$ cat src/rtl/mna_pkg.sv
package mna_pkg;

    typedef enum logic [1:0] {
        ST_IDLE  = 2'd0,
        ST_VOLT  = 2'd1,
        ST_EMIT  = 2'd2,
        ST_ACCUM = 2'd3
    } mna_state_e;

endpackage

$ cat src/rtl/mna_lowest_set.sv
module mna_lowest_set #(
    parameter int W = 8,
    localparam int IW = (W > 1) ? $clog2(W) : 1
) (
    input  logic [W-1:0]  req,
    output logic          any,
    output logic [IW-1:0] idx,
    output logic [W-1:0]  rest
);

    always_comb begin
        any  = |req;
        rest = req & (req - W'(1));
        idx  = '0;
        for (int i = W - 1; i >= 0; i--) begin
            if (req[i]) begin
                idx = IW'(i);
            end
        end
    end

endmodule

$ cat src/rtl/mna_weight_store.sv
module mna_weight_store #(
    parameter int NEURONS    = 8,
    parameter int HALF_LINES = 6,
    parameter int WEIGHT_W   = 8,
    localparam int NIW   = $clog2(NEURONS),
    localparam int HIW   = (HALF_LINES > 1) ? $clog2(HALF_LINES) : 1,
    localparam int LINES = 2 * HALF_LINES,
    localparam int LIW   = $clog2(LINES)
) (
    input  logic                        clk,
    input  logic                        rst_n,
    input  logic                        wr_en,
    input  logic [NIW-1:0]              wr_neuron,
    input  logic [HIW-1:0]              wr_idx,
    input  logic [WEIGHT_W-1:0]         wr_val,
    input  logic [LIW-1:0]              rd_line,
    output logic [NEURONS*WEIGHT_W-1:0] rd_row
);

    localparam logic [WEIGHT_W-1:0] MOST_NEG = {1'b1, {(WEIGHT_W-1){1'b0}}};

    logic [WEIGHT_W-1:0] mem_d [NEURONS][HALF_LINES];
    logic [WEIGHT_W-1:0] mem_q [NEURONS][HALF_LINES];

    logic                mirror;
    logic [LIW-1:0]      half_sel;
    logic [WEIGHT_W-1:0] raw;

    always_comb begin
        mem_d = mem_q;
        if (wr_en && (int'(wr_idx) < HALF_LINES) && (int'(wr_neuron) < NEURONS)) begin
            mem_d[wr_neuron][wr_idx] = wr_val;
        end
    end

    always_ff @(posedge clk or negedge rst_n) begin
        if (!rst_n) begin
            for (int n = 0; n < NEURONS; n++) begin
                for (int h = 0; h < HALF_LINES; h++) begin
                    mem_q[n][h] <= '0;
                end
            end
        end else begin
            mem_q <= mem_d;
        end
    end

    // Negative half of the lines reuses the positive-half storage, negated.
    always_comb begin
        mirror   = (rd_line >= LIW'(HALF_LINES));
        half_sel = mirror ? (rd_line - LIW'(HALF_LINES)) : rd_line;
        rd_row   = '0;
        raw      = '0;
        for (int n = 0; n < NEURONS; n++) begin
            raw = mem_q[n][half_sel[HIW-1:0]];
            if (!mirror) begin
                rd_row[n*WEIGHT_W +: WEIGHT_W] = raw;
            end else if (raw == MOST_NEG) begin
                rd_row[n*WEIGHT_W +: WEIGHT_W] = ~raw;
            end else begin
                rd_row[n*WEIGHT_W +: WEIGHT_W] = (~raw) + WEIGHT_W'(1);
            end
        end
    end

endmodule

$ cat src/rtl/mna_neuron.sv
module mna_neuron #(
    parameter int WEIGHT_W = 8,
    parameter int CUR_W    = 24,
    parameter int VOLT_W   = 32
) (
    input  logic                     clk,
    input  logic                     rst_n,
    input  logic                     clr_i,
    input  logic                     volt_en_i,
    input  logic                     acc_en_i,
    input  logic [WEIGHT_W-1:0]      w_i,
    input  logic signed [VOLT_W-1:0] thr_i,
    output logic                     fire_o
);

    typedef struct packed {
        logic [CUR_W-1:0]  cur;
        logic [VOLT_W-1:0] volt;
        logic              fired;
    } nrn_t;

    nrn_t s_d, s_q;

    logic signed [VOLT_W-1:0] cur_ext_d;
    logic signed [VOLT_W-1:0] sum_d;
    logic [CUR_W-1:0]         w_ext_d;

    always_comb begin
        s_d       = s_q;
        cur_ext_d = {{(VOLT_W-CUR_W){s_q.cur[CUR_W-1]}}, s_q.cur};
        sum_d     = $signed(s_q.volt) + cur_ext_d;
        w_ext_d   = {{(CUR_W-WEIGHT_W){w_i[WEIGHT_W-1]}}, w_i};
        fire_o    = volt_en_i && !s_q.fired && (sum_d >= thr_i);
        if (clr_i) begin
            s_d = '0;
        end else begin
            if (volt_en_i && !s_q.fired) begin
                if (fire_o) begin
                    s_d.volt  = '0;
                    s_d.fired = 1'b1;
                end else begin
                    s_d.volt = sum_d;
                end
            end
            if (acc_en_i) begin
                s_d.cur = s_q.cur + w_ext_d;
            end
        end
    end

    always_ff @(posedge clk or negedge rst_n) begin
        if (!rst_n) begin
            s_q <= '0;
        end else begin
            s_q <= s_d;
        end
    end

    logic signed [CUR_W:0] cur_wide;
    logic signed [CUR_W:0] w_wide;
    assign cur_wide = {s_q.cur[CUR_W-1], s_q.cur};
    assign w_wide   = {{(CUR_W+1-WEIGHT_W){w_i[WEIGHT_W-1]}}, w_i};


    clear_zero_chk: assert property (@(posedge clk) disable iff (!rst_n)
        clr_i |=> (s_q.cur == '0 && s_q.volt == '0 && !s_q.fired));


    no_overflow_chk: assert property (@(posedge clk) disable iff (!rst_n)
        (acc_en_i && !clr_i) |=> (cur_wide == $past(cur_wide) + $past(w_wide)));


    volt_hold_chk: assert property (@(posedge clk) disable iff (!rst_n)
        (!volt_en_i && !clr_i) |=> $stable(s_q.volt));


    lockout_chk: assert property (@(posedge clk) disable iff (!rst_n)
        (s_q.fired && !clr_i) |=> (s_q.fired && s_q.volt == '0));

endmodule

$ cat src/rtl/mna_match_array.sv
module mna_match_array
    import mna_pkg::*;
#(
    parameter int NEURONS    = 8,
    parameter int HALF_LINES = 6,
    parameter int WEIGHT_W   = 8,
    parameter int CUR_W      = 24,
    parameter int VOLT_W     = 32,
    parameter int STEP_W     = 8,
    localparam int NIW   = $clog2(NEURONS),
    localparam int HIW   = (HALF_LINES > 1) ? $clog2(HALF_LINES) : 1,
    localparam int LINES = 2 * HALF_LINES,
    localparam int LIW   = $clog2(LINES)
) (
    input  logic                  clk,
    input  logic                  rst_n,
    input  logic                  query_clr,
    input  logic                  wr_en,
    input  logic [NIW-1:0]        wr_neuron,
    input  logic [HIW-1:0]        wr_idx,
    input  logic [WEIGHT_W-1:0]   wr_weight,
    input  logic                  thr_we,
    input  logic [VOLT_W-1:0]     thr_in,
    input  logic                  step_go,
    input  logic [LINES-1:0]      spike_mask,
    output logic                  busy,
    output logic                  ev_valid,
    output logic [NIW-1:0]        ev_neuron,
    output logic [STEP_W-1:0]     ev_step
);

    typedef struct packed {
        mna_state_e         st;
        logic [LINES-1:0]   lines;
        logic [NEURONS-1:0] pend;
        logic [STEP_W-1:0]  cnt;
        logic [STEP_W-1:0]  tag;
        logic               ev_v;
        logic [NIW-1:0]     ev_n;
        logic [VOLT_W-1:0]  thr;
    } ctl_t;

    ctl_t c_d, c_q;

    logic                        volt_en_d;
    logic                        acc_en_d;
    logic [NEURONS-1:0]          fire_vec;
    logic [NEURONS*WEIGHT_W-1:0] row;

    logic               line_any;
    logic [LIW-1:0]     line_idx;
    logic [LINES-1:0]   line_rest;
    logic               emit_any;
    logic [NIW-1:0]     emit_idx;
    logic [NEURONS-1:0] emit_rest;

    mna_lowest_set #(.W(LINES)) u_line_pick (
        .req  (c_q.lines),
        .any  (line_any),
        .idx  (line_idx),
        .rest (line_rest)
    );

    mna_lowest_set #(.W(NEURONS)) u_emit_pick (
        .req  (c_q.pend),
        .any  (emit_any),
        .idx  (emit_idx),
        .rest (emit_rest)
    );

    mna_weight_store #(
        .NEURONS    (NEURONS),
        .HALF_LINES (HALF_LINES),
        .WEIGHT_W   (WEIGHT_W)
    ) u_store (
        .clk       (clk),
        .rst_n     (rst_n),
        .wr_en     (wr_en),
        .wr_neuron (wr_neuron),
        .wr_idx    (wr_idx),
        .wr_val    (wr_weight),
        .rd_line   (line_idx),
        .rd_row    (row)
    );

    for (genvar g = 0; g < NEURONS; g++) begin : g_nrn
        mna_neuron #(
            .WEIGHT_W (WEIGHT_W),
            .CUR_W    (CUR_W),
            .VOLT_W   (VOLT_W)
        ) u_nrn (
            .clk       (clk),
            .rst_n     (rst_n),
            .clr_i     (query_clr),
            .volt_en_i (volt_en_d),
            .acc_en_i  (acc_en_d),
            .w_i       (row[g*WEIGHT_W +: WEIGHT_W]),
            .thr_i     ($signed(c_q.thr)),
            .fire_o    (fire_vec[g])
        );
    end

    always_comb begin
        c_d       = c_q;
        c_d.ev_v  = 1'b0;
        volt_en_d = 1'b0;
        acc_en_d  = 1'b0;
        if (thr_we) begin
            c_d.thr = thr_in;
        end
        if (query_clr) begin
            c_d.st    = ST_IDLE;
            c_d.lines = '0;
            c_d.pend  = '0;
            c_d.cnt   = '0;
            c_d.tag   = '0;
        end else begin
            unique case (c_q.st)
                ST_IDLE: begin
                    if (step_go) begin
                        c_d.lines = spike_mask;
                        c_d.tag   = c_q.cnt;
                        c_d.cnt   = c_q.cnt + STEP_W'(1);
                        c_d.st    = ST_VOLT;
                    end
                end
                ST_VOLT: begin
                    volt_en_d = 1'b1;
                    c_d.pend  = fire_vec;
                    if (|fire_vec) begin
                        c_d.st = ST_EMIT;
                    end else if (line_any) begin
                        c_d.st = ST_ACCUM;
                    end else begin
                        c_d.st = ST_IDLE;
                    end
                end
                ST_EMIT: begin
                    c_d.ev_v = emit_any;
                    c_d.ev_n = emit_idx;
                    c_d.pend = emit_rest;
                    if (emit_rest == '0) begin
                        c_d.st = line_any ? ST_ACCUM : ST_IDLE;
                    end
                end
                ST_ACCUM: begin
                    acc_en_d  = line_any;
                    c_d.lines = line_rest;
                    if (line_rest == '0) begin
                        c_d.st = ST_IDLE;
                    end
                end
                default: c_d.st = ST_IDLE;
            endcase
        end
    end

    always_ff @(posedge clk or negedge rst_n) begin
        if (!rst_n) begin
            c_q <= '0;
        end else begin
            c_q <= c_d;
        end
    end

    assign busy      = (c_q.st != ST_IDLE);
    assign ev_valid  = c_q.ev_v;
    assign ev_neuron = c_q.ev_n;
    assign ev_step   = c_q.tag;

    // Record of neurons already reported in this query, for the refire check.
    logic [NEURONS-1:0] seen_q;
    always_ff @(posedge clk or negedge rst_n) begin
        if (!rst_n) begin
            seen_q <= '0;
        end else if (query_clr) begin
            seen_q <= '0;
        end else if (ev_valid) begin
            seen_q[ev_neuron] <= 1'b1;
        end
    end


    refire_chk: assert property (@(posedge clk) disable iff (!rst_n)
        ev_valid |-> !seen_q[ev_neuron]);


    ascending_chk: assert property (@(posedge clk) disable iff (!rst_n)
        (ev_valid && $past(ev_valid)) |-> ((ev_neuron > $past(ev_neuron)) && (ev_step == $past(ev_step))));


    go_busy_chk: assert property (@(posedge clk) disable iff (!rst_n)
        (!busy && step_go && !query_clr) |=> busy);


    busy_ignore_chk: assert property (@(posedge clk) disable iff (!rst_n)
        (busy && !query_clr) |=> (ev_step == $past(ev_step)));

endmodule

$ cat config.mk
export PLATFORM = sky130hd
export DESIGN_NAME = mna_match_array
export DESIGN_NICKNAME = d
export VERILOG_FILES = /design/src/rtl/mna_pkg.sv /design/src/rtl/mna_lowest_set.sv /design/src/rtl/mna_weight_store.sv /design/src/rtl/mna_neuron.sv /design/src/rtl/mna_match_array.sv
export SDC_FILE = /design/constraint.sdc
export NUM_CORES = 2
export LEC_CHECK = 0
export BUFFER_PORTS_ARGS = -buffer_cell sky130_fd_sc_hd__buf_2
export CAP_MARGIN = 10
export CORE_MARGIN = 2
export CORE_UTILIZATION = 59
export CTS_CLUSTER_DIAMETER = 50
export DETAILED_ROUTE_END_ITERATION = 7
export GPL_TIMING_DRIVEN = 0
export PLACE_DENSITY = 0.8
export SKIP_CTS_REPAIR_TIMING = 1
export SLEW_MARGIN = 10
export SYNTH_ARGS = -nofsm -noshare
export SYNTH_HDL_FRONTEND = slang
export SYNTH_SLANG_ARGS = --single-unit
$ cat constraint.sdc
create_clock -name clk -period 6.2 [get_ports clk]
set_clock_uncertainty 0.15 [all_clocks]
set_input_delay 0.62 -clock clk [delete_from_list [all_inputs] [get_ports clk]]
set_output_delay 0.62 -clock clk [all_outputs]
set_load 0.05 [all_outputs]
==> metrics <==
run status=finished with violations; violations in the final reports=design-rule violations, negative hold slack, max-capacitance violations, max-slew violations, negative setup slack; share of total power consumed by net switching=0.472; clock network latency to the later pin of the worst-skew pair=0.80 ns; nature of the critical path endpoint=register; Worst EP arrival=7.97 ns; sum of negative setup slack=-46.17 ns; area of the placeable core=110,000 um2; sequential share of the synthesized area=0.349; synthesized instance count=6,905; Internal Pwr Total=0.0220 W; commonest cells after routing, fill and taps aside=905 x sky130_fd_sc_hd__dfrtp_1, 678 x sky130_fd_sc_hd__ha_1, 556 x sky130_fd_sc_hd__nand2_1, 429 x sky130_fd_sc_hd__nor2_1, 412 x sky130_fd_sc_hd__a21oi_1; most used routing layer in global routing=met2; vias in the first global route=57,000; final-layout worst hold slack=-0.0250 ns; most common cell after layout, fill and taps aside=sky130_fd_sc_hd__dfrtp_1; reg-to-reg slack, setup=-1.24 ns; count of port buffers added during placement=61; total gr overflow=0; most used flip-flop cell after synthesis=sky130_fd_sc_hd__dfrtp_1; top cells by area, synth=sky130_fd_sc_hd__dfrtp_1 35%, sky130_fd_sc_hd__ha_1 14%, sky130_fd_sc_hd__mux2_2 6.6%; via density per instance=6.90; final net count=8,215; clock edge transition at the registers on the reported setup and hold paths=0.06 ns; die height=337 um; Die Footprint=114,000 um2; Worst IR Drop VDD=407 uV; share of power burned in combinational logic=0.627; Finished Layout Cells=9,024; endpoint of the lowest-slack register-to-register path=g_nrn[1].u_nrn.cur_ext_d[23]$_DFFE_PN0P_; final critical-path setup slack=-1.24 ns; EDFF count, synth=0; worst slew margin relative to its limit=-0.0309; worst reg2reg startpoint=c_q[71]$_DFFE_PN0P_; synthesis warning total=0; synthesis-to-layout area growth=21.8%; cell total after placement=8,467; launch point of the critical path=c_q[71]$_DFFE_PN0P_; path type of the worst min-delay path=input port to register; maximum level of the CTS H-tree=4; crit start category=register; placer congestion estimate=1.01; cell type with the highest aggregate area in the netlist=sky130_fd_sc_hd__dfrtp_1; cell depth of the worst hold path=3; number of maximum-capacitance violations=2; clock net sink count=914; Root Buffer Master=sky130_fd_sc_hd__clkbuf_16; starting density of the core=0.594; routed vias=62,200; grt met2 use=0.574; horizontal die dimension=337 um; fraction of synthesis flops using an asynchronous set or reset pin=1.00; post-route fraction of the period consumed by the critical path=1.20; power per standard cell area=522 nW/um2; synth unique cells=106; share of total power in sequential cells=0.172; Worst Hold Endpoint=c_q[65]$_DFFE_PN0P_; std cell rows=122; Reg2Reg Depth=25; number of optimization iterations in the first detailed-route pass=8; first-pass GRT wire length=328,000 um; critical path class=register to register; part of the total power dissipated in the clock network=0.201; mean routed wirelength per cell=27.1 um; total detailed-routing wirelength=244,000 um; maximum number of pins on one net before global-route repair=145; fill cell count=7,288; Sw Pwr=0.0197 W; fraction of post-synthesis cell area in the top cell type by area=0.349; routing usage on met1=0.466; antenna violations before repair=14; boundary pin count=77; flop and latch count out of synthesis=914; DRT antenna net count=0; sum of net half-perimeters after detailed placement=152,000 um; largest fanout on the critical path=18; peak clock frequency supported by timing=0.134 GHz; worst-margin pin slew=1.55 ns; # DRC=31; combined global-route utilization of all metal layers=0.375; Post-Syn Nets=7,698; required time worst endpoint=6.73 ns; share of cells above drive strength 1=0.223; number of pins exceeding their max-slew limit in the final report=22; Max clock buf depth=3; TritonCTS clock tree=done; Hold Vio Cnt, Final=2; Lkg Pwr=38.9 nW; fraction of met3 tracks used by global routing=0.100; Tmin final=7.44 ns; post-synthesis cell area=65,500 um2; hold path startpoint=spike_mask[5]; unrepaired setup endpoints after global routing=true; Avg Cell Area, Syn=9.49 um2; number of CTS-inserted buffers=132; number of violations reported at the end of detailed-routing iteration 0=7,521; Final setup viols=115
[per-layer routing]
metal  up-vias  share of wire
met3      1485           0.12
met1     29900           0.36
met5         -        0.00059
met4        16          0.093
li1      26600              -
met2      4270           0.43
[flip-flops by register name, indices dropped and copies added (netlist names)]
name,cells
c_q,62
g_nrn.u_nrn.s_q,264
ev_step,8
u_store.mem_q,384
ev_neuron,3
ev_valid,1
g_nrn.u_nrn.cur_ext_d,192
[how the worst max path moves through the flow]
| stage | end | slack, ns |
|---|---|---|
| 6_report | g_nrn[1].u_nrn.cur_ext_d[23]$_DFFE_PN0P_ | -1.24 |
| 2_1_floorplan | g_nrn[1].u_nrn.cur_ext_d[23]$_DFFE_PN0P_ | -0.07 |
| 4_1_cts | g_nrn[4].u_nrn.cur_ext_d[23]$_DFFE_PN0P_ | -3.14 |
| 5_1_grt | g_nrn[1].u_nrn.cur_ext_d[23]$_DFFE_PN0P_ | -1.29 |
| 3_5_place_dp | g_nrn[4].u_nrn.cur_ext_d[23]$_DFFE_PN0P_ | -3.04 |
| 3_3_place_gp | g_nrn[1].u_nrn.s_q[25]$_DFFE_PN0P_ | -15.57 |
[cell usage after synthesis (17+ instances only)]
cell type and number:
sky130_fd_sc_hd__ha_1 713, sky130_fd_sc_hd__nand3b_1 22, sky130_fd_sc_hd__a211oi_1 40, sky130_fd_sc_hd__o21ai_0 465
sky130_fd_sc_hd__o31ai_1 29, sky130_fd_sc_hd__nor2b_1 84, sky130_fd_sc_hd__a221o_1 19, sky130_fd_sc_hd__o221ai_1 20
sky130_fd_sc_hd__or3_1 54, sky130_fd_sc_hd__nand4_1 80, sky130_fd_sc_hd__o21bai_1 41, sky130_fd_sc_hd__a21o_1 216
sky130_fd_sc_hd__xnor2_1 245, sky130_fd_sc_hd__clkbuf_1 212, sky130_fd_sc_hd__nor3_1 151, sky130_fd_sc_hd__a31oi_1 69
sky130_fd_sc_hd__mux2i_1 33, sky130_fd_sc_hd__buf_2 25, sky130_fd_sc_hd__and2_1 28, sky130_fd_sc_hd__a21boi_0 17
sky130_fd_sc_hd__a22o_1 272, sky130_fd_sc_hd__dfrtp_1 914, sky130_fd_sc_hd__xor2_1 158, sky130_fd_sc_hd__nand3_1 137
sky130_fd_sc_hd__a21oi_1 472, sky130_fd_sc_hd__nor2_1 452, sky130_fd_sc_hd__inv_1 244, sky130_fd_sc_hd__nor3b_1 19
sky130_fd_sc_hd__and3_1 57, sky130_fd_sc_hd__o22ai_1 32, sky130_fd_sc_hd__or2_2 20, sky130_fd_sc_hd__o21a_1 78
sky130_fd_sc_hd__nand2_1 563, sky130_fd_sc_hd__nand2b_1 116, sky130_fd_sc_hd__a31o_2 18, sky130_fd_sc_hd__nor4_1 25
sky130_fd_sc_hd__o211ai_1 21, sky130_fd_sc_hd__mux2_2 386, sky130_fd_sc_hd__o32ai_1 25
[critical path, cell delays in order, from the launching register on]
cell and delay (ns):
sky130_fd_sc_hd__dfrtp_2 0.47, sky130_fd_sc_hd__or4_4 0.58, sky130_fd_sc_hd__nand3_4 0.14, sky130_fd_sc_hd__buf_8 0.13, sky130_fd_sc_hd__nand4_4 0.17, sky130_fd_sc_hd__buf_12 0.22, sky130_fd_sc_hd__buf_12 0.15, sky130_fd_sc_hd__buf_12 0.14
sky130_fd_sc_hd__buf_2 0.17, sky130_fd_sc_hd__nand3_1 0.11, sky130_fd_sc_hd__nand3_1 0.09, sky130_fd_sc_hd__a31oi_1 0.70, sky130_fd_sc_hd__nor4b_2 0.55, sky130_fd_sc_hd__a311oi_1 0.26, sky130_fd_sc_hd__a21oi_4 0.59, sky130_fd_sc_hd__ha_1 0.41
sky130_fd_sc_hd__and3_1 0.24, sky130_fd_sc_hd__a221o_1 0.33, sky130_fd_sc_hd__and2_1 0.19, sky130_fd_sc_hd__or2_2 0.29, sky130_fd_sc_hd__a32oi_2 0.19, sky130_fd_sc_hd__nor4b_4 0.28, sky130_fd_sc_hd__o41ai_2 0.15, sky130_fd_sc_hd__xnor2_1 0.15
sky130_fd_sc_hd__or3_1 0.32, sky130_fd_sc_hd__a21oi_1 0.14
[cells by family after synthesis]
kind of cell / after synthesis / synth area share
adder cells (fa/ha/maj): 732 / 0.142
multiplexers: 432 / 0.0759
AND/OR/NAND/NOR: 1864 / 0.138
AO/OA/AOI/OAI: 2044 / 0.210
flip-flops: 914 / 0.349
XOR/XNOR: 403 / 0.0539
buffers and inverters: 516 / 0.0323
[layout make-up]
| class | count | area, um2 | share of cell area |
|---|---|---|---|
| Tap cell | 1488 | 1860 | 0.0233 |
| Clock inverter | 77 | 1120 | 0.0141 |
| Clock buffer | 163 | 3710 | 0.0465 |
| Antenna cell | 8 | 20.0 | 0.000251 |
| Sequential cell | 914 | 22900 | 0.287 |
| Multi-Input combinational cell | 5475 | 44100 | 0.553 |
| Buffer | 268 | 1830 | 0.0230 |
| Inverter | 244 | 925 | 0.0116 |
| Timing Repair Buffer | 387 | 3330 | 0.0418 |
[power groups by stage]
stage	combinational, W	sequential [W]	clock [W]
after floorplan	0.0132	0.00700	0
after global placement	0.0177	0.00715	0
after detailed placement	0.0185	0.00717	0
after CTS	0.0187	0.00708	0.00831
after global routing	0.0271	0.00721	0.00859
final	0.0261	0.00717	0.00838
[stage by stage]
stage | hold WS, ns | setup slack [ns] | power [W] | cell area, um2 | utilization
after floorplan | 0.174 | -0.0741 | 0.0202 | 66000 | -
after global placement | 0.320 | -15.57 | 0.0249 | 68200 | 0.618
after detailed placement | 0.329 | -3.04 | 0.0256 | 68500 | 0.620
after CTS | -0.327 | -3.14 | 0.0341 | 73300 | 0.664
after global routing | 0.000210 | -1.29 | 0.0429 | 79800 | 0.723
final | -0.0250 | -1.24 | 0.0417 | 79800 | 0.723
No activity file was read; power rests on OpenSTA's default activity.
